==> src/rtl/regfile_pkg.sv <==
package regfile_pkg;

    // Access width selector shared by the write and read ports
    typedef enum logic [1:0] {
        VIEW_BYTE = 2'b00,
        VIEW_HALF = 2'b01,
        VIEW_FULL = 2'b10,
        VIEW_RSVD = 2'b11
    } view_e;

endpackage

==> src/rtl/rf_slice_decode.sv <==
module rf_slice_decode
    import regfile_pkg::*;
#(
    parameter int NUM_REGS = 8,
    parameter int DATA_W   = 32,
    localparam int IDX_W   = $clog2(NUM_REGS),
    localparam int SH_W    = $clog2(DATA_W)
) (
    input  logic [IDX_W-1:0]  idx,
    input  view_e             view,
    input  logic              hi,
    output logic [IDX_W-1:0]  eff_idx,
    output logic [DATA_W-1:0] mask,
    output logic [SH_W-1:0]   shamt
);
    localparam int HALF_W    = DATA_W / 2;
    localparam int BYTE_W    = DATA_W / 4;
    localparam int BYTE_REGS = NUM_REGS / 2;
    localparam logic [DATA_W-1:0] BYTE_MASK = {{(DATA_W-BYTE_W){1'b0}}, {BYTE_W{1'b1}}};
    localparam logic [DATA_W-1:0] HALF_MASK = {{(DATA_W-HALF_W){1'b0}}, {HALF_W{1'b1}}};

    logic upper_byte;

    always_comb begin
        eff_idx    = idx;
        mask       = '1;
        shamt      = '0;
        upper_byte = 1'b0;
        case (view)
            VIEW_BYTE: begin
                // indices past the byte-capable range fold onto high bytes
                upper_byte = hi | (idx >= IDX_W'(BYTE_REGS));
                eff_idx    = idx & IDX_W'(BYTE_REGS - 1);
                shamt      = upper_byte ? SH_W'(BYTE_W) : '0;
                mask       = upper_byte ? (BYTE_MASK << BYTE_W) : BYTE_MASK;
            end
            VIEW_HALF: mask = HALF_MASK;
            default:   mask = '1;
        endcase
    end
endmodule

==> src/rtl/rf_read_port.sv <==
module rf_read_port
    import regfile_pkg::*;
#(
    parameter int NUM_REGS = 8,
    parameter int DATA_W   = 32,
    localparam int IDX_W   = $clog2(NUM_REGS)
) (
    input  logic [NUM_REGS-1:0][DATA_W-1:0] regs,
    input  logic [IDX_W-1:0]                idx,
    input  view_e                           view,
    input  logic                            hi,
    output logic [DATA_W-1:0]               data
);
    localparam int SH_W = $clog2(DATA_W);

    logic [IDX_W-1:0]  eff_idx;
    logic [DATA_W-1:0] mask;
    logic [SH_W-1:0]   shamt;

    rf_slice_decode #(.NUM_REGS(NUM_REGS), .DATA_W(DATA_W)) u_dec (
        .idx     (idx),
        .view    (view),
        .hi      (hi),
        .eff_idx (eff_idx),
        .mask    (mask),
        .shamt   (shamt)
    );

    assign data = (regs[eff_idx] & mask) >> shamt;
endmodule

==> src/rtl/rf_write_merge.sv <==
module rf_write_merge #(
    parameter int DATA_W = 32,
    localparam int SH_W  = $clog2(DATA_W)
) (
    input  logic [DATA_W-1:0] old_val,
    input  logic [DATA_W-1:0] wdata,
    input  logic [DATA_W-1:0] mask,
    input  logic [SH_W-1:0]   shamt,
    output logic [DATA_W-1:0] new_val
);
    assign new_val = (old_val & ~mask) | ((wdata << shamt) & mask);
endmodule

==> src/rtl/regfile_subword.sv <==
module regfile_subword
    import regfile_pkg::*;
#(
    parameter int NUM_REGS = 8,
    parameter int DATA_W   = 32,
    localparam int IDX_W   = $clog2(NUM_REGS)
) (
    input  logic              clk,
    input  logic              rst,
    input  logic              wr_en,
    input  logic [IDX_W-1:0]  wr_idx,
    input  logic [1:0]        wr_view,
    input  logic              wr_hi,
    input  logic [DATA_W-1:0] wr_data,
    input  logic [IDX_W-1:0]  ra_idx,
    input  logic [1:0]        ra_view,
    input  logic              ra_hi,
    output logic [DATA_W-1:0] ra_data,
    input  logic [IDX_W-1:0]  rb_idx,
    input  logic [1:0]        rb_view,
    input  logic              rb_hi,
    output logic [DATA_W-1:0] rb_data
);
    localparam int SH_W   = $clog2(DATA_W);
    localparam int NUM_RD = 2;

    typedef struct packed {
        logic [NUM_REGS-1:0][DATA_W-1:0] regs;
    } rf_state_t;

    rf_state_t st_d, st_q;

    // write path
    logic [IDX_W-1:0]  w_eff_d;
    logic [DATA_W-1:0] w_mask_d;
    logic [SH_W-1:0]   w_shamt_d;
    logic [DATA_W-1:0] w_merged_d;

    rf_slice_decode #(.NUM_REGS(NUM_REGS), .DATA_W(DATA_W)) u_wdec (
        .idx     (wr_idx),
        .view    (view_e'(wr_view)),
        .hi      (wr_hi),
        .eff_idx (w_eff_d),
        .mask    (w_mask_d),
        .shamt   (w_shamt_d)
    );

    rf_write_merge #(.DATA_W(DATA_W)) u_merge (
        .old_val (st_q.regs[w_eff_d]),
        .wdata   (wr_data),
        .mask    (w_mask_d),
        .shamt   (w_shamt_d),
        .new_val (w_merged_d)
    );

    always_comb begin
        st_d = st_q;
        if (rst) begin
            st_d = '0;
        end else if (wr_en) begin
            st_d.regs[w_eff_d] = w_merged_d;
        end
    end

    always_ff @(posedge clk) begin
        st_q <= st_d;
    end

    // read paths
    logic [NUM_RD-1:0][IDX_W-1:0]  rp_idx;
    logic [NUM_RD-1:0][1:0]        rp_view;
    logic [NUM_RD-1:0]             rp_hi;
    logic [NUM_RD-1:0][DATA_W-1:0] rp_data;

    assign rp_idx  = {rb_idx, ra_idx};
    assign rp_view = {rb_view, ra_view};
    assign rp_hi   = {rb_hi, ra_hi};

    for (genvar p = 0; p < NUM_RD; p++) begin : g_rd
        rf_read_port #(.NUM_REGS(NUM_REGS), .DATA_W(DATA_W)) u_rd (
            .regs (st_q.regs),
            .idx  (rp_idx[p]),
            .view (view_e'(rp_view[p])),
            .hi   (rp_hi[p]),
            .data (rp_data[p])
        );
    end

    assign ra_data = rp_data[0];
    assign rb_data = rp_data[1];
endmodule

==> config.mk <==
export PLATFORM = sky130hd
export DESIGN_NAME = regfile_subword
export DESIGN_NICKNAME = d
export VERILOG_FILES = /design/src/rtl/regfile_pkg.sv /design/src/rtl/rf_slice_decode.sv /design/src/rtl/rf_read_port.sv /design/src/rtl/rf_write_merge.sv /design/src/rtl/regfile_subword.sv
export SDC_FILE = /design/constraint.sdc
export NUM_CORES = 1
export LEC_CHECK = 0
export BUFFER_PORTS_ARGS = -buffer_cell sky130_fd_sc_hd__clkbuf_2
export CORE_UTILIZATION = 61
export DETAILED_ROUTE_END_ITERATION = 8
export PLACE_DENSITY_LB_ADDON = 0.25
export SKIP_LAST_GASP = 1
export SYNTH_ARGS = -nofsm -noshare
export SYNTH_HDL_FRONTEND = slang
export SYNTH_SLANG_ARGS = --single-unit
export TNS_END_PERCENT = 5
==> constraint.sdc <==
create_clock -name clk -period 2.9 [get_ports clk]
set_clock_uncertainty 0.1 [all_clocks]
set_input_delay 0.435 -clock clk [delete_from_list [all_inputs] [get_ports clk]]
set_output_delay 0.435 -clock clk [all_outputs]
set_load 0.1 [all_outputs]
==> out/results.ini, run 1 <==
[routing]
post_drt_wl_per_cell_um=25.3
drcViolationCount=0
viasPerCell=7.10
routed.top_layer=met4
wirelength_met1_um=17800
drtIter0Drc=1803
route.vias.total=13937
wl_um=49700
wl_met3_um=5340
wl_met2_um=23700
dr.pass1.iters=8
antenna_left=0

[global_route]
grt_first_pass_wirelength_um=77700
grt_use_total_pct=38.4
grt_pass1_vias=13993
grt_max_degree=76
antenna_found_initial=1
overflow=0

[setup_path]
slowest_delay_ns=0.46
path_max_fanout=26
worstReg2RegStart=st_q[68]$_SDFFE_PP0P_
critPathMostFrequentCell=buf_12
rrSetupSlack_ns=1.08
critical_path_arrival_ns=2.37
crit_family=multiplexers
critPathLaunchType=input port
cp-end-kind=primary output
crit_chain=buf_4 > buf_12 > mux4_2 > mux2i_1 > nor2_1 > buf_12
cp_num_buf_inv=3
cpMaxStageDelayCell=mux2i_1
rr_endpoint=st_q[68]$_SDFFE_PP0P_
worst_ep_required_time_ns=2.37
crit_type=in2out
worstRegToRegCells=3

[min_path]
min_from=wr_data[10]
min_path_type=in2reg
holdPathEnd=st_q[170]$_SDFFE_PP0P_
whs_path_depth=3

[cts]
cts_hold_buffers=0
cts.path.max_buffers=3
post_cts_buffers=0
cts_tree=yes
clock_latency_ns=0.55
clk_pin_slew_worst_paths_ns=0.06
root_buffer=clkbuf_16
htree_levels=1
cts_made_buffers=29
cts_sinks=256
cts_resized=0

[sta]
hold_viol=0
drv_slew=0
min_period_ns=2.91
setup_violations=2
clock.fmax_mhz=344
relSlewSlack_pct=20.7
rsz0062_at_grt=no
setup_slack_ns=-0.00551
setup-tns-final_ns=-0.00992
fin_crit_sh_pct=100
worstMarginPinSlew_ns=1.19

[power]
power_density_nw_per_um2=506
p_total_mw=9.39
ir_worst_vdd_v=0.000551
p_leak_nw=6.47

[layout]
layout-drive-gt1-share_pct=28.2
largest_register=st_q
nNetsFinal=1663
largest_registers=st_q x256
synthToLayoutAreaGrowth_pct=19.7
nFillCells=1706
area.sequential_um2=5120
fin_cells=1963
multi_input_area_um2=9540
largest_reg_flops=256
final_core_util_pct=74.2

[yosys]
mappedNetlistNets=1599
synth_top_cell_area_share_pct=33.0
synth.area.top_cells=dfxtp_1 (33%), mux4_2 (22%), nand3b_1 (5.9%)
yosysWarnings=0
synth_seq_cells=256
avgSynthCellArea_um2=10.0
synth_edf_count=0
synthFlopType=dfxtp_1
synthArstFlopShare_pct=0
synth_cells=1546
yosysMostFrequentCell=dfxtp_1
synth_area_leader_cell=dfxtp_1
synth_common_cells=dfxtp_1 (256), mux4_2 (155), o21ai_0 (141)
synth_cell_types=40
synthesis.area_um2=15500
seq_area_frac_synth_pct=33.0

[floorplan]
die_area_um2=26100
dieHeight_um=162
die_x_um=162
io_pins=117
core_area_um2=25000
row_count=58
initial_core_util_pct=62.0

[placed_design]
dpl.hpwl_um=31700
gp_congestion=0.992
port-buffer-count=116
place_ws_ns=0.192
placed_cells=1909

[run]
drv_cap=0

[run_status]
violations=setup timing
outcome=finished with violations

-- where the power goes --
group,internal (mW),total [mW],switching (mW)
Sequential,3.61,3.71,0.0922
Combinational,0.615,1.59,0.976
Clock,2.54,4.09,1.56
-- worst register-to-register path, delay by kind of cell (launching register included) --
| kind | cells | cell delay, ns |
|---|---|---|
| AOI/OAI and AO/OA | 1 | 0.18 |
| DFF | 1 | 0.35 |
| muxes | 2 | 1.04 |
-- metrics by stage --
step	instance area [um^2]	hold slack (ns)
6_report	18600	0.0713
5_1_grt	18600	0.0893
4_1_cts	18600	0.0691
3_5_place_dp	17500	0.357
3_3_place_gp	17500	0.349
2_1_floorplan	15500	0.343
-- layout make-up --
type                       count  area share [%]
multi-input combinational   1102            51.4
clock buffer                  39            4.49
clock inverter                14            1.21
timing repair buffer         190            12.5
sequential                   256            27.6
antenna                        1          0.0135
inverter                      31           0.626
tap                          330            2.22
-- routing by layer --
| metal | GRT usage, % | vias up |
|---|---|---|
| met1 | 48.3 | 6763 |
| met4 | 21.5 | 0 |
| met3 | 6.70 | 224 |
| met5 | 0 | - |
| met2 | 62.7 | 943 |
| li1 | - | 6007 |
-- kinds of logic (layout without fill, tap and decap cells) --
group / after synthesis / after routing / share of synthesized area, %
other: 0 / 1 / 0
AND/OR/NAND/NOR: 428 / 428 / 14.8
multiplexers: 240 / 240 / 28.6
flip-flops: 256 / 256 / 33.0
AO/OA/AOI/OAI: 434 / 434 / 18.0
buffers and inverters: 188 / 274 / 5.56
-- worst max path at each step --
stage | endpoint | startpoint | slack, ns | depth (start not counted)
global placement | rb_data[11] | rb_idx[1] | 0.23 | 6
CTS | rb_data[11] | rb_idx[1] | 0.20 | 6
floorplan | ra_data[13] | ra_idx[0] | -0.40 | 6
finish | rb_data[11] | rb_idx[1] | -0.006 | 6
detailed placement | rb_data[11] | rb_idx[1] | 0.19 | 6
global route | rb_data[11] | rb_idx[1] | 0.04 | 6
-- cells in the final DEF (no fill, tap or decap), types with 7 or more instances in the layout --
| cell | instances |
|---|---|
| dfxtp_1 | 256 |
| mux4_2 | 155 |
| o221a_2 | 16 |
| or2_2 | 9 |
| nand3_1 | 16 |
| clkbuf_8 | 7 |
| buf_4 | 63 |
| o21ai_0 | 141 |
| clkbuf_2 | 46 |
| o32ai_1 | 8 |
| a21oi_1 | 80 |
| nor2_2 | 7 |
| and2_1 | 8 |
| o21ai_2 | 14 |
| o21ai_1 | 12 |
| a211o_1 | 16 |
| mux2_2 | 9 |
| nand2_1 | 138 |
| inv_1 | 31 |
| nor2_1 | 82 |
| o211ai_1 | 80 |
| clkbuf_16 | 29 |
| buf_12 | 80 |
| nand3b_1 | 121 |
| a211oi_1 | 64 |
| nor2b_1 | 33 |
| mux2i_1 | 71 |
(Power assumes the default switching activity.)
==> run 2, diff against run 1 <==
--- a/config.mk
+++ b/config.mk
@@ -6,6 +6,7 @@
 export NUM_CORES = 1
 export LEC_CHECK = 0
 export BUFFER_PORTS_ARGS = -buffer_cell sky130_fd_sc_hd__clkbuf_2
+export CORE_ASPECT_RATIO = 1.5
 export CORE_UTILIZATION = 61
 export DETAILED_ROUTE_END_ITERATION = 8
 export PLACE_DENSITY_LB_ADDON = 0.25
==> run 2 against run 1 <==
The flow now finishes without violations. Critical path type unchanged. Global-route usage up 0.47 points. Sequential power barely moved. Utilization decreased by 1.2 points.
==> out/results.ini, run 2 (same netlist as run 1, synthesis figures left out) <==
[run_status]
outcome=complete, no violations

[placed_design]
port-buffer-count=116
dpl.hpwl_um=33300
placed_area_um2=17500
gp_congestion=1.01

[setup_path]
worst_ep_required_time_ns=2.37
cp-end-kind=primary output
worstRegToRegCells=4
rr_endpoint=st_q[135]$_SDFFE_PP0P_
rrSetupSlack_ns=1.22
crit_type=in2out
critPathLaunchType=input port
critical_path_arrival_ns=2.14
path_max_fanout=15
worstReg2RegStart=st_q[103]$_SDFFE_PP0P_

[global_route]
top_usage_layer=met2
met2_usage_pct=64.2
grt_first_pass_wirelength_um=78000
overflow=0
grt_use_total_pct=38.8
grt_max_degree=103
grt_pass1_vias=13997
antenna_found_initial=2
use_met1_pct=43.9
use_met3_pct=7.95

[sta]
relSlewSlack_pct=53.6
drv_slew=0
clock.fmax_mhz=374
hold_viol=0
setup_violations=0
rsz0062_at_grt=no
worstMarginPinSlew_ns=0.696
fin_crit_sh_pct=92.2
min_period_ns=2.67

[cts]
clock_latency_ns=0.54
clk_pin_slew_worst_paths_ns=0.06
cts_tree=yes
htree_levels=1
post_cts_buffers=0
root_buffer=clkbuf_16
cts_resized=0
cts_sinks=256
cts_hold_buffers=0
cts.path.max_buffers=3
cts_made_buffers=24

[floorplan]
row_count=71
io_pins=117
die_x_um=132
initial_core_util_pct=61.9
die_area_um2=26100
core_area_um2=25100
dieHeight_um=197

[layout]
multi_input_area_um2=9540
synthToLayoutAreaGrowth_pct=17.9
nNetsFinal=1667
final_core_util_pct=73.0
area.sequential_um2=5120
final_common_cell=dfxtp_1
design_area_um2=18300
layout-drive-gt1-share_pct=28.1
final_cell_mix=dfxtp_1 (256), mux4_2 (155), o21ai_0 (141)
nFillCells=1725
largest_register=st_q
largest_registers=st_q x256
largest_reg_flops=256

[routing]
wl_um=49700
post_drt_wl_per_cell_um=25.4
drcViolationCount=0
route.vias.total=14011
antenna_left=0
viasPerCell=7.16
dr.pass1.iters=5
drtIter0Drc=1545

[power]
p_sw_share_pct=28.8
seqPwrFrac_pct=43.4
p_leak_nw=6.37
p_comb_share_pct=18.6
p_int_mw=6.09
ir_worst_vdd_v=0.000394
power_density_nw_per_um2=467
power.switching_mw=2.46
clock_power_share_pct=38.0

[min_path]
holdPathEnd=st_q[141]$_SDFFE_PP0P_
min_from=wr_data[13]
min_path_type=in2reg
whs_path_depth=3

[run]
drv_cap=0

-- run 2: cell types whose count changed in the layout (fill, tap and decap cells not counted), moves of 2 or more --
cell / delta
buf_4: +11
buf_12: -6
bufinv_16: -5
clkbuf_16: -4
clkinv_2: -3
buf_2: +2
clkbuf_2: +2
clkinvlp_4: -2
-- run 2: worst max-delay path by stage --
stage	start	to	slack (ns)
detailed placement	ra_idx[0]	ra_data[6]	0.24
global placement	ra_idx[0]	ra_data[0]	0.28
CTS	ra_idx[0]	ra_data[6]	0.24
global route	ra_idx[0]	ra_data[6]	0.15
finish	ra_idx[0]	ra_data[4]	0.23
floorplan	ra_idx[0]	ra_data[13]	-0.40
-- run 2: final cells by class --
type | count | area share (%)
diodes | 1 | 0.0137
clock buffers | 35 | 4.06
clock inverters | 5 | 0.294
inverters | 31 | 0.636
multi-input cells | 1102 | 52.2
flip-flops and latches | 256 | 28.0
well taps | 328 | 2.24
repair buffers | 199 | 12.6
-- run 2: per-stage QoR --
stage / instances / hold WS (ns) / TNS, ns / power (mW) / setup WS, ns
6_report: 1957 / 0.107 / 0 / 8.55 / 0.227
5_1_grt: 1957 / 0.102 / 0 / 8.79 / 0.150
4_1_cts: 1956 / 0.104 / 0 / 8.53 / 0.242
3_5_place_dp: 1916 / 0.361 / 0 / 5.34 / 0.244
3_3_place_gp: 1916 / 0.350 / 0 / 5.31 / 0.280
2_1_floorplan: 1546 / 0.343 / -14.12 / 4.80 / -0.399
-- run 2: power groups by stage --
stage	logic [mW]	registers [mW]	clock network, mW
after floorplan	1.06	3.75	0
final	1.59	3.71	3.25
after CTS	1.57	3.70	3.26
after global placement	1.54	3.77	0
after detailed placement	1.56	3.78	0
after global routing	1.66	3.72	3.41
-- run 2: layer usage --
layer  up-vias  share of wire [%]
met5         -              0.032
met4         2                7.8
met3       278                 10
met2       963                 48
met1      6760                 33
li1       6008                  -
-- run 2: worst max-delay path, cell delays in order --
cell	delay (ns)
buf_4	0.20
buf_12	0.22
buf_4	0.15
mux4_2	0.59
nand2_1	0.11
nand3_1	0.07
o221a_2	0.16
buf_12	0.17
